`src/rtl/mrc_pkg.sv`:
```
package mrc_pkg;

  localparam int unsigned BT_BIT   = 3;
  localparam int unsigned TM_BIT   = 7;
  localparam int unsigned DLL_BIT  = 8;
  localparam int unsigned RFU_LO   = 9;
  localparam int unsigned FIELD_W  = 7;

  function automatic logic [3:0] bl_from_code(input logic [2:0] code);
    logic [3:0] r;
    case (code)
      3'b001:  r = 4'd2;
      3'b010:  r = 4'd4;
      3'b011:  r = 4'd8;
      default: r = 4'd0;
    endcase
    return r;
  endfunction

  function automatic logic [2:0] cl_half_from_code(input logic [2:0] code);
    logic [2:0] r;
    case (code)
      3'b010:  r = 3'd4;
      3'b011:  r = 3'd6;
      3'b110:  r = 3'd5;
      default: r = 3'd0;
    endcase
    return r;
  endfunction

endpackage

```
`src/rtl/mrc_busy_timer.sv`:
```
module mrc_busy_timer #(
  parameter int unsigned MRD_CYCLES = 2
) (
  input  logic clk,
  input  logic rst_n,
  input  logic start,
  output logic busy
);
  localparam int unsigned CNT_W = $clog2(MRD_CYCLES + 1);
  localparam logic [CNT_W-1:0] LOAD = CNT_W'(MRD_CYCLES - 1);

  logic [CNT_W-1:0] cnt_q, cnt_d;

  always_comb begin
    cnt_d = cnt_q;
    if (start) begin
      cnt_d = LOAD;
    end else if (cnt_q != '0) begin
      cnt_d = cnt_q - 1'b1;
    end
  end

  always_ff @(posedge clk or negedge rst_n) begin
    if (!rst_n) cnt_q <= '0;
    else        cnt_q <= cnt_d;
  end

  assign busy = (cnt_q != '0);

  AST_NO_START_WHILE_BUSY: assert property (@(posedge clk) disable iff (!rst_n)
    busy |-> !start);

endmodule

```
`src/rtl/mrc_cmd_decode.sv`:
```
module mrc_cmd_decode #(
  parameter int unsigned ADDR_W    = 11,
  parameter int unsigned NUM_BANKS = 4
) (
  input  logic                  clk,
  input  logic                  rst_n,
  input  logic                  cke,
  input  logic                  cs_n,
  input  logic                  ras_n,
  input  logic                  cas_n,
  input  logic                  we_n,
  input  logic                  ba,
  input  logic                  tm_bit,
  input  logic [ADDR_W-10:0]    rfu_bits,
  input  logic [NUM_BANKS-1:0]  bank_idle,
  input  logic                  busy,
  output logic                  cmd_seen,
  output logic                  set_main,
  output logic                  set_ext,
  output logic                  reject
);
  logic cke_q, cke_d;
  logic clk_ok, banks_ok, fields_ok, accept;

  always_comb cke_d = cke;

  always_ff @(posedge clk or negedge rst_n) begin
    if (!rst_n) cke_q <= 1'b0;
    else        cke_q <= cke_d;
  end

  always_comb begin
    cmd_seen  = !cs_n && !ras_n && !cas_n && !we_n;
    clk_ok    = cke && cke_q;
    banks_ok  = &bank_idle;
    fields_ok = ba || (!tm_bit && (rfu_bits == '0));
    accept    = clk_ok && banks_ok && fields_ok && !busy;
    set_main  = cmd_seen && accept && !ba;
    set_ext   = cmd_seen && accept && ba;
    reject    = cmd_seen && !accept;
  end

  AST_ONE_OUTCOME: assert property (@(posedge clk) disable iff (!rst_n)
    $countones({set_main, set_ext, reject}) <= 1);

endmodule

```
`src/rtl/mrc_field_decode.sv`:
```
module mrc_field_decode
  import mrc_pkg::*;
(
  input  logic [FIELD_W-1:0] fld,
  input  logic               valid,
  output logic [3:0]         burst_len,
  output logic               burst_interleave,
  output logic [2:0]         cas_lat_half,
  output logic               bl_reserved,
  output logic               cl_reserved
);
  always_comb begin
    burst_len        = bl_from_code(fld[2:0]);
    burst_interleave = fld[BT_BIT];
    cas_lat_half     = cl_half_from_code(fld[6:4]);
    bl_reserved      = valid && (burst_len == 4'd0);
    cl_reserved      = valid && (cas_lat_half == 3'd0);
  end
endmodule

```
`src/rtl/ddr_modereg_capture.sv`:
```
module ddr_modereg_capture
  import mrc_pkg::*;
#(
  parameter int unsigned ADDR_W     = 11,
  parameter int unsigned NUM_BANKS  = 4,
  parameter int unsigned MRD_CYCLES = 2
) (
  input  logic                 clk,
  input  logic                 rst_n,
  input  logic                 cke,
  input  logic                 cs_n,
  input  logic                 ras_n,
  input  logic                 cas_n,
  input  logic                 we_n,
  input  logic                 ba,
  input  logic [ADDR_W-1:0]    addr,
  input  logic [NUM_BANKS-1:0] bank_idle,
  output logic [ADDR_W-1:0]    mode_word,
  output logic [ADDR_W-1:0]    ext_word,
  output logic                 mode_valid,
  output logic [3:0]           burst_len,
  output logic                 burst_interleave,
  output logic [2:0]           cas_lat_half,
  output logic                 bl_reserved,
  output logic                 cl_reserved,
  output logic                 dll_reset_pulse,
  output logic                 illegal_cmd,
  output logic                 busy
);
  localparam int unsigned NUM_SLOTS = 2;

  logic cmd_seen, set_main, set_ext, reject;
  logic [NUM_SLOTS-1:0] slot_wr;
  logic [ADDR_W-1:0] slot_word [NUM_SLOTS];

  logic valid_q, valid_d;
  logic illegal_q, illegal_d;
  logic dll_q, dll_d;

  mrc_cmd_decode #(
    .ADDR_W    (ADDR_W),
    .NUM_BANKS (NUM_BANKS)
  ) u_cmd (
    .clk       (clk),
    .rst_n     (rst_n),
    .cke       (cke),
    .cs_n      (cs_n),
    .ras_n     (ras_n),
    .cas_n     (cas_n),
    .we_n      (we_n),
    .ba        (ba),
    .tm_bit    (addr[TM_BIT]),
    .rfu_bits  (addr[ADDR_W-1:RFU_LO]),
    .bank_idle (bank_idle),
    .busy      (busy),
    .cmd_seen  (cmd_seen),
    .set_main  (set_main),
    .set_ext   (set_ext),
    .reject    (reject)
  );

  mrc_busy_timer #(
    .MRD_CYCLES (MRD_CYCLES)
  ) u_busy (
    .clk   (clk),
    .rst_n (rst_n),
    .start (set_main || set_ext),
    .busy  (busy)
  );

  assign slot_wr = {set_ext, set_main};

  for (genvar s = 0; s < NUM_SLOTS; s++) begin : g_slot
    logic [ADDR_W-1:0] word_q, word_d;

    always_comb word_d = slot_wr[s] ? addr : word_q;

    always_ff @(posedge clk or negedge rst_n) begin
      if (!rst_n) word_q <= '0;
      else        word_q <= word_d;
    end

    assign slot_word[s] = word_q;
  end

  assign mode_word = slot_word[0];
  assign ext_word  = slot_word[1];

  always_comb begin
    valid_d   = valid_q || set_main;
    illegal_d = reject;
    dll_d     = set_main && addr[DLL_BIT];
  end

  always_ff @(posedge clk or negedge rst_n) begin
    if (!rst_n) begin
      valid_q   <= 1'b0;
      illegal_q <= 1'b0;
      dll_q     <= 1'b0;
    end else begin
      valid_q   <= valid_d;
      illegal_q <= illegal_d;
      dll_q     <= dll_d;
    end
  end

  assign mode_valid      = valid_q;
  assign illegal_cmd     = illegal_q;
  assign dll_reset_pulse = dll_q;

  mrc_field_decode u_fields (
    .fld              (mode_word[FIELD_W-1:0]),
    .valid            (valid_q),
    .burst_len        (burst_len),
    .burst_interleave (burst_interleave),
    .cas_lat_half     (cas_lat_half),
    .bl_reserved      (bl_reserved),
    .cl_reserved      (cl_reserved)
  );

  AST_REJECT_HOLDS_REGS: assert property (@(posedge clk) disable iff (!rst_n)
    illegal_cmd |-> (mode_word == $past(mode_word)) && (ext_word == $past(ext_word)));
  AST_EXT_KEEPS_MAIN: assert property (@(posedge clk) disable iff (!rst_n)
    (cmd_seen && ba) |=> $stable(mode_word));
  AST_BUSY_REJECTS: assert property (@(posedge clk) disable iff (!rst_n)
    (busy && cmd_seen) |=> illegal_cmd);
  AST_DLL_SINGLE: assert property (@(posedge clk) disable iff (!rst_n)
    dll_reset_pulse |=> !dll_reset_pulse);
  AST_VALID_STICKY: assert property (@(posedge clk) disable iff (!rst_n)
    mode_valid |=> mode_valid);
  AST_BL_ONEHOT: assert property (@(posedge clk) disable iff (!rst_n)
    $onehot0(burst_len));
  AST_CL_RANGE: assert property (@(posedge clk) disable iff (!rst_n)
    (mode_valid && !cl_reserved) |-> (cas_lat_half >= 3'd4 && cas_lat_half <= 3'd6));
  AST_NO_CMD_NO_ERR: assert property (@(posedge clk) disable iff (!rst_n)
    !cmd_seen |=> !illegal_cmd);

endmodule

```
`config.mk`:
```
export PLATFORM = sky130hd
export DESIGN_NAME = ddr_modereg_capture
export DESIGN_NICKNAME = d
export VERILOG_FILES = /design/src/rtl/mrc_pkg.sv /design/src/rtl/mrc_busy_timer.sv /design/src/rtl/mrc_cmd_decode.sv /design/src/rtl/mrc_field_decode.sv /design/src/rtl/ddr_modereg_capture.sv
export SDC_FILE = /design/constraint.sdc
export NUM_CORES = 1
export LEC_CHECK = 0
export CORE_MARGIN = 2
export CORE_UTILIZATION = 40
export CTS_BUF_LIST = sky130_fd_sc_hd__clkbuf_2 sky130_fd_sc_hd__clkbuf_4 sky130_fd_sc_hd__clkbuf_8
export CTS_CLUSTER_DIAMETER = 80
export DETAILED_ROUTE_END_ITERATION = 16
export DONT_BUFFER_PORTS = 1
export HOLD_SLACK_MARGIN = 0.12
export PLACE_DENSITY = 0.66
export RECOVER_POWER = 100
export SKIP_CTS_REPAIR_TIMING = 1
export SLEW_MARGIN = 20
export SYNTH_ARGS = -nofsm -noshare
export SYNTH_HDL_FRONTEND = slang
export SYNTH_SLANG_ARGS = --single-unit
export TNS_END_PERCENT = 5
```
`constraint.sdc`:
```
create_clock -name clk -period 2.51 [get_ports clk]
set_input_delay 0.251 -clock clk [delete_from_list [all_inputs] [get_ports clk]]
set_output_delay 0.251 -clock clk [all_outputs]
set_load 0.02 [all_outputs]
```
==> reports/metrics.csv, run 1 <==
stage,metric,value,unit
logic_synthesis,synth_nets,110,
sta,setup_total_negative_slack,0,ns
clock_network,clk_transition_reported_paths,0.14,ns
logic_synthesis,synth_largest_area_cell,dfrtp_1,
logic_synthesis,synth_edf_count,0,
global_route,grtUsageTotal,12.9,%
setup_path,start_of_the_worst_register_to_register_path,u_busy.cnt_q[0],
placed_design,gp_congestion,0.709,
sta,maxSlewHeadroom,2.41,%
clock_network,cts_root_buf,clkbuf_4,
logic_synthesis,post_synth_mux_area_share,21.6,%
sta,achievable-frequency,458,MHz
logic_synthesis,synthAdderAreaFrac,0.984,%
sta,fin_crit,2.18,ns
drt,dr.pass1.iters,2,
setup_path,critical_path.endpoint_type,flop,
sta,report.final.slew_viol_count,0,
placed_design,dpl.cell_count,127,
cells_and_area,diodes,0,
setup_path,worstPathArrival,2.40,ns
logic_synthesis,synth_commonest_cells,"28 x dfrtp_1, 16 x mux2_4, 5 x nor2b_1",
logic_synthesis,synth_most_common_cell,dfrtp_1,
setup_path,critical_path.startpoint_type,primary input,
logic_synthesis,synthXorXnorAreaFrac,0.689,%
logic_synthesis,postSynthRegisterBits,28,
logic_synthesis,average_instance_area_after_synthesis,14.8,sq um
drt,antenna_left,0,
logic_synthesis,synth_cell_type_count,29,
min_path,min_from,ba,
drt,post_detailed_route_drc_marker_count,0,
floorplan,core_region_area,3030,sq um
logic_synthesis,synthesis.yosys.warnings,0,
min_path,holdPathEnd,illegal_cmd,
setup_path,reg2reg_to,ext_word[4],
setup_path,critPathKind,primary input to flop,
logic_synthesis,post_synth_main_area_contributors,"dfrtp_1 55%, mux2_4 19%, mux2_2 2.7%, nor2b_1 2.5%, nor3b_1 1.8%",
drt,vias,738,
min_path,min_path_cells,2,
drt,drt_first_iter_violations,38,
cells_and_area,finalInstanceArea,1430,sq um
setup_path,critical_path_buf_inv_count,1,
drt,finalWirelength,2340,microns
logic_synthesis,fraction_of_the_mapped_netlist_area_in_compound_gates,3.44,%
floorplan,die-area,3650,sq um
clock_network,clock_latency,0.31,ns
setup_path,max_stage_delay,0.58,ns
sta,timing.hold.ws,0.186,ns
cells_and_area,area_growth_syn_to_layout,12.3,%
logic_synthesis,synth_top_flop_cell,dfrtp_1,
pwr,power.density,574,nW/um^2
clock_network,clock_sinks,28,
drt,route.detailed.wl_per_inst,15.8,microns
sta,worstMarginPinSlew,1.46,ns
logic_synthesis,synth.top_cell.area_share,55.1,%
clock_network,cts.htree.levels,1,
logic_synthesis,synth-simple-area-share,13.4,%
clock_network,tritoncts.num_buffers,3,
cells_and_area,final_util,47.1,%
setup_path,crit_fanout,11,
setup_path,reg2reg_depth,5,
min_path,timing.hold.worst.class,primary input to flop,
global_route,grt_first_pass_wirelength,3430,microns
pwr,fin_total_pwr,819,uW
sta,final-hold-violation-count,0,
setup_path,ff2ff_setup_slack,0.41,ns
global_route,largest_net_degree_at_the_start_of_global_routing,29,
pwr,peakVddDrop,281,uV
sta,setup_viol,0,
clock_network,clk_path_buf_depth,2,
floorplan,die_width,60.4,microns
placed_design,dp_worst_setup_slack,0.426,ns
floorplan,placementRows,20,
floorplan,initial_core_util,42.0,%
setup_path,worst-endpoint-required,2.72,ns
sta,final.period_utilization,87.0,%
run_status,outcome,"finished, final reports clean",
setup_path,worst_path_max_delay_cell,nor4_1,
job,cap_violations,0,
pwr,p_leak,0.750,nW
floorplan,num_io_pins,59,
logic_synthesis,synthCells,86,
sta,final_critical_path_setup_slack,0.327,ns
placed_design,detailed_place_hpwl,1670,microns
cells_and_area,layout.cells.non_filler,148,
setup_path,critPathTopFamily,simple AND/OR/NAND/NOR gates,
cells_and_area,layout_cell_share_with_drive_strength_beyond_1,15.4,%
logic_synthesis,synth-seq-area-share,55.1,%
clock_network,cts_tree,built,
global_route,grt_antenna_before_repair,0,
logic_synthesis,combinational_family_with_the_most_area_after_synthesis,multiplexers,
floorplan,die_height,60.4,microns
setup_path,crit_path_cell_trace,dlygate4sd3_1 > nor4_1 > nand4_2 > mux2_1,
placed_design,io_buffer_count,0,
global_route,number_of_global_route_vias_before_repair,743,
drt,via_cell_ratio,4.99,
placed_design,postPlaceCellArea,1290,sq um
sta,finClkSkew,0.00182,ns
cells_and_area,final_nets,130,
sta,rsz_0062_raised_after_global_routing,no,
logic_synthesis,synthArstFlopShare,100,%
logic_synthesis,netlist_area,1270,sq um
global_route,overflow,0,
-- flip-flops by register name, indices dropped and copies added (netlist names) --
| name | count |
|---|---|
| ext_word | 11 |
| mode_word | 11 |
| u_busy.cnt_q | 2 |
| dll_reset_pulse | 1 |
| illegal_cmd | 1 |
| mode_valid | 1 |
| u_cmd.cke_q | 1 |
-- placed cells by master, fill, tap and decap left out --
cell,netlist,layout
and4_1,1,1
a21oi_1,2,2
and4_4,1,1
inv_1,3,3
nand4_2,1,1
nor2_1,3,3
nand2_1,1,1
ha_1,1,1
and3_1,1,1
mux2_2,3,3
nor2b_1,5,5
nor3b_1,3,3
conb_1,1,1
a21boi_0,1,1
dlygate4sd3_1,0,17
mux2_4,16,6
nor3_1,1,1
xnor2_1,1,1
nor4_1,1,2
and3b_1,2,2
o21a_1,1,1
o211a_1,1,1
dfrtp_1,28,28
clkbuf_1,0,2
clkbuf_4,0,3
nand4_1,1,1
mux2_1,0,10
or2_2,1,1
a31o_2,1,1
-- cells by family (layout without fill, tap and decap cells) --
family,count (synthesis),count (layout)
DFF,28,28
and+or+nand+nor,23,23
muxes,19,19
buffers and inverters,7,25
AOI/OAI and AO/OA,6,6
adders and majority gates,1,1
other,1,1
xor gates and xnor gates,1,1
-- worst max-delay path by stage --
stage	endpoint	depth (start not counted)	from
global route	ext_word[4]	4	we_n
detailed placement	ext_word[7]	5	u_busy.cnt_q[0]
finish	ext_word[4]	4	we_n
CTS	ext_word[3]	5	u_busy.cnt_q[0]
global placement	ext_word[8]	5	u_busy.cnt_q[0]
floorplan	mode_word[2]	6	u_busy.cnt_q[0]
-- routing by layer --
layer | track usage (%) | vias up | share of wire [%]
met5 | 0 | - | 0
met4 | 4.76 | 0 | 0.47
met3 | 5.54 | 2 | 10
met2 | 19.4 | 39 | 45
met1 | 16.6 | 359 | 44
li1 | - | 338 | -
-- worst register-to-register path, cell delays in order (launching register included) --
cell	delay, ns
dfrtp_1	0.43
inv_1	0.09
ha_1	0.25
and4_1	0.30
nand4_2	0.43
mux2_1	0.49
-- power breakdown --
part | switching [mW] | internal (mW) | leakage, nW | total (mW)
Combinational | 0.0787 | 0.0708 | 0.352 | 0.149
Clock | 0.122 | 0.0561 | 0.0138 | 0.178
Sequential | 0.0184 | 0.473 | 0.384 | 0.491
Total | 0.219 | 0.600 | 0.750 | 0.819
-- layout make-up --
| type | count | area, sq um |
|---|---|---|
| inverters | 3 | 11.3 |
| clock buffers | 3 | 22.5 |
| well taps | 44 | 55.1 |
| flip-flops and latches | 28 | 701 |
| repair buffers | 19 | 178 |
| multi-input cells | 51 | 460 |
| fillers | 286 | 1600 |
No activity file was read; power rests on OpenSTA's default activity.
==> run 2: changes to the inputs <==
--- a/config.mk
+++ b/config.mk
@@ -6,13 +6,13 @@
 export NUM_CORES = 1
 export LEC_CHECK = 0
 export CORE_MARGIN = 2
-export CORE_UTILIZATION = 40
+export CORE_UTILIZATION = 54
 export CTS_BUF_LIST = sky130_fd_sc_hd__clkbuf_2 sky130_fd_sc_hd__clkbuf_4 sky130_fd_sc_hd__clkbuf_8
 export CTS_CLUSTER_DIAMETER = 80
 export DETAILED_ROUTE_END_ITERATION = 16
 export DONT_BUFFER_PORTS = 1
 export HOLD_SLACK_MARGIN = 0.12
-export PLACE_DENSITY = 0.66
+export PLACE_DENSITY = 0.77
 export RECOVER_POWER = 100
 export SKIP_CTS_REPAIR_TIMING = 1
 export SLEW_MARGIN = 20
==> run 2 against run 1 <==
Against the previous run:
- hold slack got worse by 0.0026 ns
- clock skew up 0.0078 ns
- clock power increased by 20%
- sequential power about the same
- cell area fell by 2.2%
- sequential share of layout area rose by 1.1 points
- highest routed layer unchanged
==> reports/metrics.csv, run 2 (synthesized netlist as in run 1, its figures left out) <==
stage,metric,value,unit,change
drt,dr.pass1.iters,4,,+2
cells_and_area,area_of_combinational_cells_with_multiple_inputs,435,sq um,-5.4%
floorplan,die_height,52.5,microns,-13%
sta,final-hold-violation-count,0,,unchanged
pwr,fin_total_pwr,849,uW,+3.7%
min_path,timing.hold.worst.class,primary input to flop,,
pwr,peakVddDrop,446,uV,+59%
cells_and_area,highest_count_cells_in_the_layout_ignoring_fill_and_taps,"28 x dfrtp_1, 17 x dlygate4sd3_1, 16 x mux2_1",,
cells_and_area,n_fill_cell,195,,-32%
drt,vias,745,,+0.95%
drt,drt_first_iter_violations,4,,-89%
cells_and_area,finalInstanceArea,1400,sq um,-2.2%
cells_and_area,layout_cell_share_with_drive_strength_beyond_1,9.52,%,-5.9 points
setup_path,crit_fanout,12,,+1
placed_design,detailed_place_hpwl,1680,microns,+0.93%
setup_path,critical_path.startpoint_type,primary input,,
global_route,largest_net_degree_at_the_start_of_global_routing,29,,unchanged
drt,route.detailed.wl_per_inst,17.7,microns,+12%
sta,rsz_0062_raised_after_global_routing,no,,
sta,setup_total_negative_slack,0,ns,unchanged
setup_path,ff2ff_setup_slack,0.44,ns,+0.03 ns
clock_network,clk_transition_reported_paths,0.15,ns,about the same
setup_path,worst-endpoint-required,2.73,ns,about the same
clock_network,clock_latency,0.32,ns,about the same
floorplan,placementRows,17,,-15%
clock_network,clock_sinks,28,,unchanged
pwr,power.density,608,nW/um^2,+6.0%
run_status,outcome,"finished, final reports clean",,
floorplan,die_width,52.5,microns,-13%
setup_path,crit_path_cell_trace,dlygate4sd3_1 > nor4_1 > and4_1 > mux2_2,,
clock_network,cts.htree.levels,1,,unchanged
drt,antenna_left,0,,unchanged
setup_path,max_stage_delay,0.64,ns,+0.06 ns
floorplan,core_region_area,2210,sq um,-27%
global_route,grtUsageTotal,17.8,%,+4.9 points
drt,via_cell_ratio,5.60,,+12%
floorplan,die-area,2760,sq um,-24%
sta,report.final.slew_viol_count,0,,unchanged
clock_network,clk_path_buf_depth,2,,unchanged
setup_path,worstPathArrival,2.39,ns,about the same
clock_network,tritoncts.num_buffers,3,,unchanged
cells_and_area,diodes,0,,unchanged
sta,fin_crit,2.17,ns,-0.00927 ns
global_route,grt_antenna_before_repair,0,,unchanged
placed_design,postPlaceCellArea,1270,sq um,-1.6%
sta,final.period_utilization,86.6,%,-0.37 points
global_route,overflow,0,,unchanged
sta,finClkSkew,0.00960,ns,+0.00778 ns
cells_and_area,sequential_cell_area,701,sq um,unchanged
setup_path,critPathKind,primary input to flop,,
setup_path,critical_path.endpoint_type,flop,,
cells_and_area,final_nets,130,,unchanged
setup_path,start_of_the_worst_register_to_register_path,u_busy.cnt_q[0],,
setup_path,worstSetupStartpoint,we_n,,
sta,setup_viol,0,,unchanged
setup_path,critical_path_buf_inv_count,1,,unchanged
placed_design,io_buffer_count,0,,unchanged
floorplan,initial_core_util,57.5,%,+15 points
sta,achievable-frequency,460,MHz,+0.43%
floorplan,num_io_pins,59,,unchanged
min_path,min_from,ba,,
drt,finalWirelength,2350,microns,+0.43%
sta,maxSlewHeadroom,3.11,%,+0.71 points
placed_design,dp_worst_setup_slack,0.481,ns,+0.0554 ns
setup_path,critPathTopFamily,simple AND/OR/NAND/NOR gates,,
pwr,p_leak,0.740,nW,-1.3%
clock_network,cts_tree,built,,
sta,final_critical_path_setup_slack,0.336,ns,+0.00927 ns
global_route,number_of_global_route_vias_before_repair,699,,-5.9%
sta,worstMarginPinSlew,1.45,ns,-0.0106 ns
setup_path,worst_path_max_delay_cell,and4_1,,
job,cap_violations,0,,unchanged
placed_design,gp_congestion,0.749,,+5.6%
drt,post_detailed_route_drc_marker_count,0,,unchanged
global_route,grt_first_pass_wirelength,3510,microns,+2.2%
clock_network,cts_root_buf,clkbuf_4,,
cells_and_area,area_growth_syn_to_layout,9.84,%,
cells_and_area,most_common_library_cell_in_the_layout_ignoring_fill_and_taps,dfrtp_1,,
## run 2: cell types whose count changed in the layout (fill, tap and decap cells not counted)
cell      change
mux2_1        +6
mux2_4        -6
and4_1        +1
clkbuf_8      +1
and4_4        -1
## run 2: stage by stage
step                      instances  util (%)  hold WS (ns)
after global routing            133      63.1         0.189
after floorplan                  86         -       -0.0446
final                           133      63.1         0.183
after detailed placement        111      57.3       -0.0440
after CTS                       115      58.9        -0.413
after global placement          111      57.3       -0.0440
## run 2: layer usage
metal | track usage, % | vias up | share of wire [%]
li1 | - | 340 | -
met1 | 23.6 | 368 | 44
met2 | 26.5 | 35 | 48
met3 | 5.71 | 2 | 7.7
met4 | 7.69 | 0 | 0.47
met5 | 0 | - | 0
## run 2: worst paths after layout
| check | to | cells past startpoint |
|---|---|---|
| worst max-delay path | mode_word[1] | 4 |
| worst min-delay path | illegal_cmd | 2 |
| worst max register to register | mode_word[1] | 5 |
| worst min register to register | u_busy.cnt_q[1] | 2 |
| max in group asynchronous | mode_word[1] | 2 |
| min in group asynchronous | dll_reset_pulse | 2 |
## run 2: power breakdown
part	internal [mW]	total, mW	leakage, nW	switching (mW)
combinational	0.0696	0.147	0.335	0.0775
clock	0.0885	0.214	0.0210	0.126
sequential	0.473	0.488	0.384	0.0152
total	0.631	0.849	0.740	0.218
## run 2: final cells by class
type                       instances  share of cell area, %
sequential                        28                   50.2
multi-input combinational         51                   31.2
timing repair buffer              19                   12.7
clock buffer                       4                   2.60
tap                               28                   2.51
inverter                           3                  0.806
